### config.mk
export PLATFORM = sky130hd
export DESIGN_NAME = spi_erase_front
export DESIGN_NICKNAME = d
export VERILOG_FILES = /design/src/rtl/blk_erase_pkg.sv /design/src/rtl/spi_line_sync.sv /design/src/rtl/frame_shifter.sv /design/src/rtl/erase_ctrl.sv /design/src/rtl/spi_erase_front.sv
export SDC_FILE = /design/constraint.sdc
export NUM_CORES = 1
export LEC_CHECK = 0
export ABC_AREA = 1
export BUFFER_PORTS_ARGS = -buffer_cell sky130_fd_sc_hd__buf_4
export CORE_AREA = 2 2 99 101
export CTS_CLUSTER_DIAMETER = 50
export DETAILED_ROUTE_END_ITERATION = 8
export DIE_AREA = 0 0 101 103
export GPL_TIMING_DRIVEN = 0
export SLEW_MARGIN = 15
export SYNTH_ARGS = -nofsm -noshare
export SYNTH_HDL_FRONTEND = slang
export SYNTH_HIERARCHICAL = 1
export SYNTH_SLANG_ARGS = --single-unit
### constraint.sdc
create_clock -name clk -period 2.2 [get_ports clk]
set_input_delay 0.22 -clock clk [delete_from_list [all_inputs] [get_ports clk]]
set_output_delay 0.22 -clock clk [all_outputs]
set_load 0.02 [all_outputs]
### src/rtl/blk_erase_pkg.sv
package blk_erase_pkg;
  typedef enum logic [1:0] {
    SZ_4K  = 2'd0,
    SZ_32K = 2'd1,
    SZ_64K = 2'd2
  } erase_size_e;

  localparam logic [7:0] OP_ER_4K  = 8'h20;
  localparam logic [7:0] OP_ER_32K = 8'h52;
  localparam logic [7:0] OP_ER_64K = 8'hD8;

  // number of low address bits dropped for each block size
  function automatic logic [4:0] drop_bits(erase_size_e s);
    case (s)
      SZ_32K:  return 5'd15;
      SZ_64K:  return 5'd16;
      default: return 5'd12;
    endcase
  endfunction
endpackage

### src/rtl/spi_line_sync.sv
module spi_line_sync #(
  parameter int STAGES = 2
) (
  input  logic clk,
  input  logic rst_n,
  input  logic sclk_in,
  input  logic csn_in,
  input  logic mosi_in,
  output logic sclk_rise,
  output logic cs_rise,
  output logic cs_high,
  output logic mosi_s
);
  // bit 2 = sclk, bit 1 = csn, bit 0 = mosi
  localparam logic [2:0] IDLE_V = 3'b010;
  logic [2:0] chain [STAGES];
  logic       sclk_d, csn_d;

  for (genvar g = 0; g < STAGES; g++) begin : g_stage
    if (g == 0) begin : g_first
      always_ff @(posedge clk or negedge rst_n)
        if (!rst_n) chain[g] <= IDLE_V;
        else        chain[g] <= {sclk_in, csn_in, mosi_in};
    end else begin : g_next
      always_ff @(posedge clk or negedge rst_n)
        if (!rst_n) chain[g] <= IDLE_V;
        else        chain[g] <= chain[g-1];
    end
  end

  always_ff @(posedge clk or negedge rst_n)
    if (!rst_n) begin
      sclk_d <= 1'b0;
      csn_d  <= 1'b1;
    end else begin
      sclk_d <= chain[STAGES-1][2];
      csn_d  <= chain[STAGES-1][1];
    end

  assign sclk_rise = chain[STAGES-1][2] & ~sclk_d;
  assign cs_high   = chain[STAGES-1][1];
  assign cs_rise   = chain[STAGES-1][1] & ~csn_d;
  assign mosi_s    = chain[STAGES-1][0];
endmodule

### src/rtl/frame_shifter.sv
module frame_shifter #(
  parameter int ADDR_W = 24
) (
  input  logic              clk,
  input  logic              rst_n,
  input  logic              frame_idle,
  input  logic              bit_strobe,
  input  logic              bit_val,
  output logic [7:0]        opcode,
  output logic [ADDR_W-1:0] addr,
  output logic              whole
);
  localparam int ADDR_BYTES = ADDR_W / 8;
  localparam int LAST       = ADDR_BYTES + 1;
  localparam int CNT_W      = $clog2(LAST + 1);

  logic [6:0]       shreg;
  logic [2:0]       bitcnt;
  logic [CNT_W-1:0] bytecnt;
  logic [7:0]       byte_now;

  assign byte_now = {shreg, bit_val};

  always_ff @(posedge clk or negedge rst_n)
    if (!rst_n) begin
      shreg   <= '0;
      bitcnt  <= '0;
      bytecnt <= '0;
      opcode  <= '0;
      addr    <= '0;
    end else if (frame_idle) begin
      bitcnt  <= '0;
      bytecnt <= '0;
      opcode  <= '0;
    end else if (bit_strobe) begin
      shreg  <= byte_now[6:0];
      bitcnt <= bitcnt + 3'd1;
      if (bitcnt == 3'd7) begin
        if (bytecnt == '0)
          opcode <= byte_now;
        else if (bytecnt <= CNT_W'(ADDR_BYTES))
          addr <= {addr[ADDR_W-9:0], byte_now};
        if (bytecnt != CNT_W'(LAST))
          bytecnt <= bytecnt + 1'b1;
      end
    end

  assign whole = (bytecnt == CNT_W'(LAST)) && (bitcnt == 3'd0);
endmodule

### src/rtl/erase_ctrl.sv
module erase_ctrl
  import blk_erase_pkg::*;
#(
  parameter int ADDR_W       = 24,
  parameter int ERASE_CYCLES = 1000
) (
  input  logic              clk,
  input  logic              rst_n,
  input  logic              frame_end,
  input  logic [7:0]        opcode,
  input  logic [ADDR_W-1:0] addr,
  input  logic              whole,
  input  logic              wel_set,
  input  logic              req_ready,
  output logic              req_valid,
  output logic [ADDR_W-1:0] req_base,
  output logic [1:0]        req_size,
  output logic              busy,
  output logic              wel
);
  localparam int CW = $clog2(ERASE_CYCLES + 1);

  logic              erasing;
  logic [CW-1:0]     cnt;
  logic              is_erase;
  erase_size_e       dec_size;
  logic [ADDR_W-1:0] lowmask;
  logic              idle;

  always_comb begin
    is_erase = 1'b1;
    dec_size = SZ_4K;
    case (opcode)
      OP_ER_4K:  dec_size = SZ_4K;
      OP_ER_32K: dec_size = SZ_32K;
      OP_ER_64K: dec_size = SZ_64K;
      default:   is_erase = 1'b0;
    endcase
  end

  assign lowmask = (ADDR_W'(1) << drop_bits(dec_size)) - ADDR_W'(1);
  assign idle    = !req_valid && !erasing;

  always_ff @(posedge clk or negedge rst_n)
    if (!rst_n) begin
      req_valid <= 1'b0;
      req_base  <= '0;
      req_size  <= '0;
      erasing   <= 1'b0;
      cnt       <= '0;
      wel       <= 1'b0;
    end else begin
      if (req_valid && req_ready) begin
        req_valid <= 1'b0;
        erasing   <= 1'b1;
        cnt       <= CW'(ERASE_CYCLES - 1);
      end
      if (erasing) begin
        if (cnt == '0) begin
          erasing <= 1'b0;
          wel     <= 1'b0;
        end else begin
          cnt <= cnt - 1'b1;
        end
      end
      if (frame_end && is_erase && wel && idle) begin
        if (whole) begin
          req_valid <= 1'b1;
          req_base  <= addr & ~lowmask;
          req_size  <= dec_size;
        end else begin
          wel <= 1'b0;
        end
      end else if (wel_set && idle) begin
        wel <= 1'b1;
      end
    end

  assign busy = req_valid | erasing;
endmodule

### src/rtl/spi_erase_front.sv
module spi_erase_front #(
  parameter int ADDR_W       = 24,
  parameter int ERASE_CYCLES = 1000,
  parameter int SYNC_STAGES  = 2
) (
  input  logic              clk,
  input  logic              rst_n,
  input  logic              spi_sclk,
  input  logic              spi_csn,
  input  logic              spi_mosi,
  input  logic              wel_set,
  input  logic              req_ready,
  output logic              req_valid,
  output logic [ADDR_W-1:0] req_base,
  output logic [1:0]        req_size,
  output logic              busy,
  output logic              wel
);
  logic              sclk_rise, cs_rise, cs_high, mosi_s;
  logic [7:0]        opcode;
  logic [ADDR_W-1:0] addr;
  logic              whole;

  spi_line_sync #(.STAGES(SYNC_STAGES)) u_sync (
    .clk(clk), .rst_n(rst_n),
    .sclk_in(spi_sclk), .csn_in(spi_csn), .mosi_in(spi_mosi),
    .sclk_rise(sclk_rise), .cs_rise(cs_rise), .cs_high(cs_high), .mosi_s(mosi_s)
  );

  frame_shifter #(.ADDR_W(ADDR_W)) u_shift (
    .clk(clk), .rst_n(rst_n),
    .frame_idle(cs_high), .bit_strobe(sclk_rise), .bit_val(mosi_s),
    .opcode(opcode), .addr(addr), .whole(whole)
  );

  erase_ctrl #(.ADDR_W(ADDR_W), .ERASE_CYCLES(ERASE_CYCLES)) u_ctrl (
    .clk(clk), .rst_n(rst_n),
    .frame_end(cs_rise), .opcode(opcode), .addr(addr), .whole(whole),
    .wel_set(wel_set), .req_ready(req_ready),
    .req_valid(req_valid), .req_base(req_base), .req_size(req_size),
    .busy(busy), .wel(wel)
  );
endmodule

## After elaboration in Yosys (flattened, before gate mapping)

Index checks and enable logic that the tools add are counted.

| cells by class | value |
|---|---|
| shift-type cells | 1 |
| reductions and logical operators | 22 |
| $lt $le $gt $ge | 1 |
| add/sub/neg operators | 4 |
| equality and inequality tests | 8 |
| bitwise operators | 9 |
| mux-type cells | 27 |

Operator list:

| operator | count |
|---|---|
| $mux 8 | 4 |
| $mux 10 | 3 |
| $and 24x24->24 | 1 |
| $not 24->24 | 1 |
| $shl 1x5->24 const A | 1 |
| $sub 24x2->24 const B | 1 |
| $mux 3 | 6 |
| $mux 1 | 12 |
| $logic_not 10->1 | 1 |
| $pmux 5 s2 | 1 |
| $sub 10x1->10 const B | 1 |
| $eq 8x6->1 const B | 1 |
| $eq 8x7->1 const B | 1 |
| $eq 8x8->1 const B | 1 |
| $reduce_bool 2->1 | 4 |
| $logic_and 1x1->1 | 7 |
| $add 3x1->3 const B | 2 |
| $eq 3x3->1 const B | 2 |
| $logic_not 3->1 | 2 |
| $reduce_and 3->1 | 2 |
| $reduce_and 5->1 | 1 |
| $not 1->1 | 4 |
| $pmux 2 s2 | 1 |
| $reduce_and 2->1 | 2 |
| 8 further kinds | 10 |

| storage, ports and cells | value |
|---|---|
| register bits | 92 |
| logic and storage cells | 87 |
| output and inout port bits | 29 |
| input bits | 7 |

## Logic depth before layout (Yosys ltp)

| depth | value |
|---|---|
| depth after elaboration | 8 |
| depth in mapped cells | 11 |
| mapped depth without buffers | 11 |

## By module

The synthesis kept the hierarchy.

By module, submodules not included:

| module | instances | sequential area each (µm²) | area an instance (µm²) | cells each |
|---|---|---|---|---|
| erase_ctrl | 1 | 975.9 | 2114.5 | 283 |
| frame_shifter | 1 | 1126.1 | 1960.6 | 216 |
| spi_line_sync | 1 | 203.9 | 224.0 | 12 |

## Worst setup path before layout

OpenSTA, ideal clock, no wires.

| timing | value |
|---|---|
| kind | register to register |
| start point | register u_shift.opcode[0] |
| end point | register u_ctrl.req_base[23] |
| setup slack | 620 ps |
| cell stages (with the launch flop) | 11 |
| data arrival time | 1514 ps |
| buffers on the path | 0 |
| period minus slack after synthesis | 1580 ps |
| cells stage by stage | dfrtp_1 -> inv_1 -> nand2_1 -> nor4_1 -> inv_1 -> ha_1 -> nand2_1 -> inv_1 -> nor2_1 -> nand4_1 -> nand2_1 |

| between the ends | value |
|---|---|
| cells in the longest elaborated chain, start to end | 8 |

Ends and longest elaborated chain:

| what | RTL line | text |
|---|---|---|
| start: declaration | frame_shifter.sv:9 | `output logic [7:0] opcode,` |
| start signal: assignment | frame_shifter.sv:40 | `opcode <= byte_now;` |
| $eq 8x8->1 or $eq 8x7->1 (tied branches) | erase_ctrl.sv:33 | `case (opcode)` |
| $pmux 2 s2 | erase_ctrl.sv:33 |  |
| $eq 2x2->1 or $eq 2x1->1 (tied branches) | blk_erase_pkg.sv:14 | `case (s)` |
| $pmux 5 s2 | blk_erase_pkg.sv:14 |  |
| $shl 1x5->24 | erase_ctrl.sv:41 | `assign lowmask = (ADDR_W'(1) << drop_bits(dec_size)) - ADDR_W'(1);` |
| $sub 24x2->24 | erase_ctrl.sv:41 |  |
| $not 24->24 | erase_ctrl.sv:69 | `req_base <= addr & ~lowmask;` |
| $and 24x24->24 | erase_ctrl.sv:69 |  |
| end signal: assignment | erase_ctrl.sv:69 |  |
| end: declaration | erase_ctrl.sv:16 | `output logic [ADDR_W-1:0] req_base,` |

Several ways; a longest one is shown, not always the timed one.
A chain may end at the register's enable or synchronous reset.

## Final worst setup path

Ends and elaborated chain as after synthesis.

==> impl_metrics.env <==
export IMPL_drt_iter0_markers=102
export IMPL_r2r_start="u_shift/opcode[0]"
export IMPL_maxSlewHeadroom=0.456
export IMPL_cap_violations=0
export IMPL_dr_pass1_iters=5
export IMPL_pwr_share_clk=0.356
export IMPL_initial_utilization=0.454
export IMPL_grt_pass1_vias=3150
export IMPL_synth_distinct_cells=29
export IMPL_tns_ns=0
export IMPL_hold_viol_final=89
export IMPL_fin_total_pwr_uw=2900
export IMPL_drive_above_1_share=0.154
export IMPL_dpl_cell_count=661
export IMPL_rsz0062_at_grt="false"
export IMPL_slew_violations=0
export IMPL_grt_overflow=0
export IMPL_tightest_slew_ns=0.816
export IMPL_clock_root_buffer="clkbuf_8"
export IMPL_clk_pin_slew_worst_paths_ns=0.10
export IMPL_htree_levels=3
export IMPL_diodes=0
export IMPL_dp_hpwl_mm=5.83
export IMPL_io_buffers=35
export IMPL_insertion_delay_ns=0.36
export IMPL_yosys_warnings=6
export IMPL_critPathArrivalTime_ns=2.12
export IMPL_area_delta_synth_final_pct=14.4
export IMPL_synthTopCellsByArea="dfrtp_1 52%, nand2_1 15%, nand3_1 5.6%"
export IMPL_fin_hold_ws_ns=-0.0845
export IMPL_ant_nets=0
export IMPL_crit_fanout=8
export IMPL_antenna_found_initial=0
export IMPL_power_switching_uw=721
export IMPL_r2r_slack_ns=0.37
export IMPL_slowest_delay_ns=0.41
export IMPL_startpoint_type="flip-flop"
export IMPL_routedWlPerCell_um=12.0
export IMPL_cp_cell_sequence="inv_1 -> nand2_1 -> nor4_1 -> inv_1 -> ha_1 -> nand2_1 -> inv_1 -> nor2_1 -> nand4_1 -> nand2_1"
export IMPL_wirelength_mm=8.14
export IMPL_synth_edf_count=0
export IMPL_failed_checks="hold timing"
export IMPL_core_area_um2=9460
export IMPL_via_per_inst=4.85
export IMPL_leakage_uw=0.00270
export IMPL_numCtsBuffers=9
export IMPL_final_common_cell="nand2_1"
export IMPL_fillCellCount=913
export IMPL_via_count=3301
export IMPL_synth_top_cell_by_area="dfrtp_1"
export IMPL_io_pins=36
export IMPL_clockBufferDepth=2
export IMPL_cts_tree="yes"
export IMPL_drc=0
export IMPL_netlist_instances=511
export IMPL_synth_top_area_frac=0.518
export IMPL_fin_cells=680
export IMPL_grt_pass1_wl_mm=14.0
export IMPL_max_freq_mhz=548
export IMPL_reg2regPathDepth=10
export IMPL_worstSetupPathType="flip-flop to flip-flop"
export IMPL_ys_seq_area_frac=0.536
export IMPL_p_seq_frac=0.611
export IMPL_synth_seq_cells=92
export IMPL_skew_ns=0.0145
export IMPL_min_period_ns=1.83
export IMPL_fin_crit_sh=0.830
export IMPL_avgSynthCellArea_um2=8.41
export IMPL_place_gp_congestion=0.791
export IMPL_die_x_um=101
export IMPL_worst_hold_path_type="primary input to async pin"
export IMPL_crit_path_top_delay_cell="dfrtp_1"
export IMPL_track_usage=0.169
export IMPL_dieHeight_um=103
export IMPL_cts_resized=0
export IMPL_async_flop_share=1.00
export IMPL_ir_drop_uv=454
export IMPL_cp_end_kind="flip-flop"
export IMPL_mostFrequentLayoutCells="177 x nand2_1, 89 x dfrtp_1, 59 x inv_1"
export IMPL_r2r_end="u_ctrl/req_base[23]"
export IMPL_setup_violations=0
export IMPL_synth_area_um2=4300
export IMPL_crit_required_ns=2.50
export IMPL_die_area_um2=10400
export IMPL_swShare=0.248
export IMPL_finalNetCount=580
export IMPL_p_int_uw=2180
export IMPL_status="finished with violations"
export IMPL_numClockSinks=92
export IMPL_powerDensity_nw_per_um2=590
export IMPL_row_count=36
export IMPL_grt_max_degree=93
export IMPL_combPwrFrac=0.033
export IMPL_synth_ff_type="dfrtp_1"
-- per-stage QoR --
| stage | area [um^2] | util | worst slack, ns |
|---|---|---|---|
| after global placement | 4710 | 0.498 | 0.400 |
| final | 4920 | 0.520 | 0.374 |
| after floorplan | 4300 | - | 0.620 |
| after CTS | 4910 | 0.519 | 0.352 |
| after global routing | 4920 | 0.520 | 0.188 |
| after detailed placement | 4710 | 0.498 | 0.396 |
-- critical path, delay by kind of cell (launching register included) --
family                   cells  cell delay (ns)
flip-flops                   1             0.41
buffers and inverters        3             0.32
AND/OR/NAND/NOR              6             0.81
adder cells (fa/ha/maj)      1             0.22
-- cell families (layout without fill, tap and decap cells) --
family                   after synthesis  after routing  share of synthesized area
AO/OA/AOI/OAI                         19             19                     0.0227
XOR/XNOR                               2              2                    0.00408
adder cells (fa/ha/maj)               12             12                     0.0349
buffers and inverters                 77            131                     0.0800
flip-flops                            92             92                      0.536
multiplexers                           1              1                    0.00233
other                                  1              2                   0.000872
AND/OR/NAND/NOR                      307            307                      0.319
-- power by group through the flow --
stage	Clock, uW	Combinational (uW)	Sequential (uW)
after floorplan	0	44.8	1790
after global placement	0	93.8	1800
after detailed placement	0	95.7	1800
after CTS	1080	100	1770
after global routing	1130	118	1780
final	1030	96.8	1770
-- worst max path at each step --
stage                           start                  end  cells past startpoint
global placement    u_shift/opcode[0]  u_ctrl/req_base[19]                     10
finish              u_shift/opcode[0]  u_ctrl/req_base[23]                     10
floorplan           u_shift/opcode[0]  u_ctrl/req_base[23]                     10
detailed placement  u_shift/opcode[0]  u_ctrl/req_base[21]                     10
CTS                 u_shift/opcode[0]  u_ctrl/req_base[23]                     10
global route        u_shift/opcode[0]  u_ctrl/req_base[17]                     10
-- final cells by class --
type                    count  area (um^2)  area share
repair buffers             38          297      0.0603
plain buffers              15          111      0.0226
well taps                 114          143      0.0290
clock buffers              10          128      0.0260
multi-input cells         343         1650       0.336
inverters                  62          233      0.0473
clock inverters             6         47.5     0.00967
flip-flops and latches     92         2310       0.469
-- synth_stat cells, drive strengths merged, types with 3 or more instances --
master and n:
nand2 183, dfrtp 89, inv 62, nand3 50, nor2 49, nand4 19, buf 15, o21ai 14
ha 12, a21oi 4, dfstp 3
-- sequential cells by signal, indices dropped and copies added, names as in the netlist --
register and flops:
u_ctrl/req_base 24, u_shift/addr 24, u_ctrl/cnt 10, u_shift/opcode 8
u_shift/shreg 7, u_sync/chain 4, u_shift/bitcnt 3, u_shift/bytecnt 3
u_ctrl/req_size 2, u_ctrl/erasing 1, u_ctrl/req_valid 1, u_ctrl/wel 1
u_sync/cs_high 1, u_sync/csn_d 1, u_sync/mosi_s 1, u_sync/sclk_d 1
-- per-layer routing --
metal / part of all wire / wire [um] / global-route usage / vias to the layer above
met1: 0.50 / 4070 / 0.228 / 1533
met2: 0.45 / 3650 / 0.275 / 67
met3: 0.038 / 306 / 0.0285 / 10
li1: - / - / - / 1691
met5: 0 / 0 / 0 / -
met4: 0.014 / 112 / 0.0665 / 0
-- what timing repair did --
action,in CTS,in global routing
endpoints found under the hold margin,3,0
setup buffers,0,0
endpoints found under the setup margin,0,0
hold buffers,3,0
No activity file was read; power rests on OpenSTA's default activity.
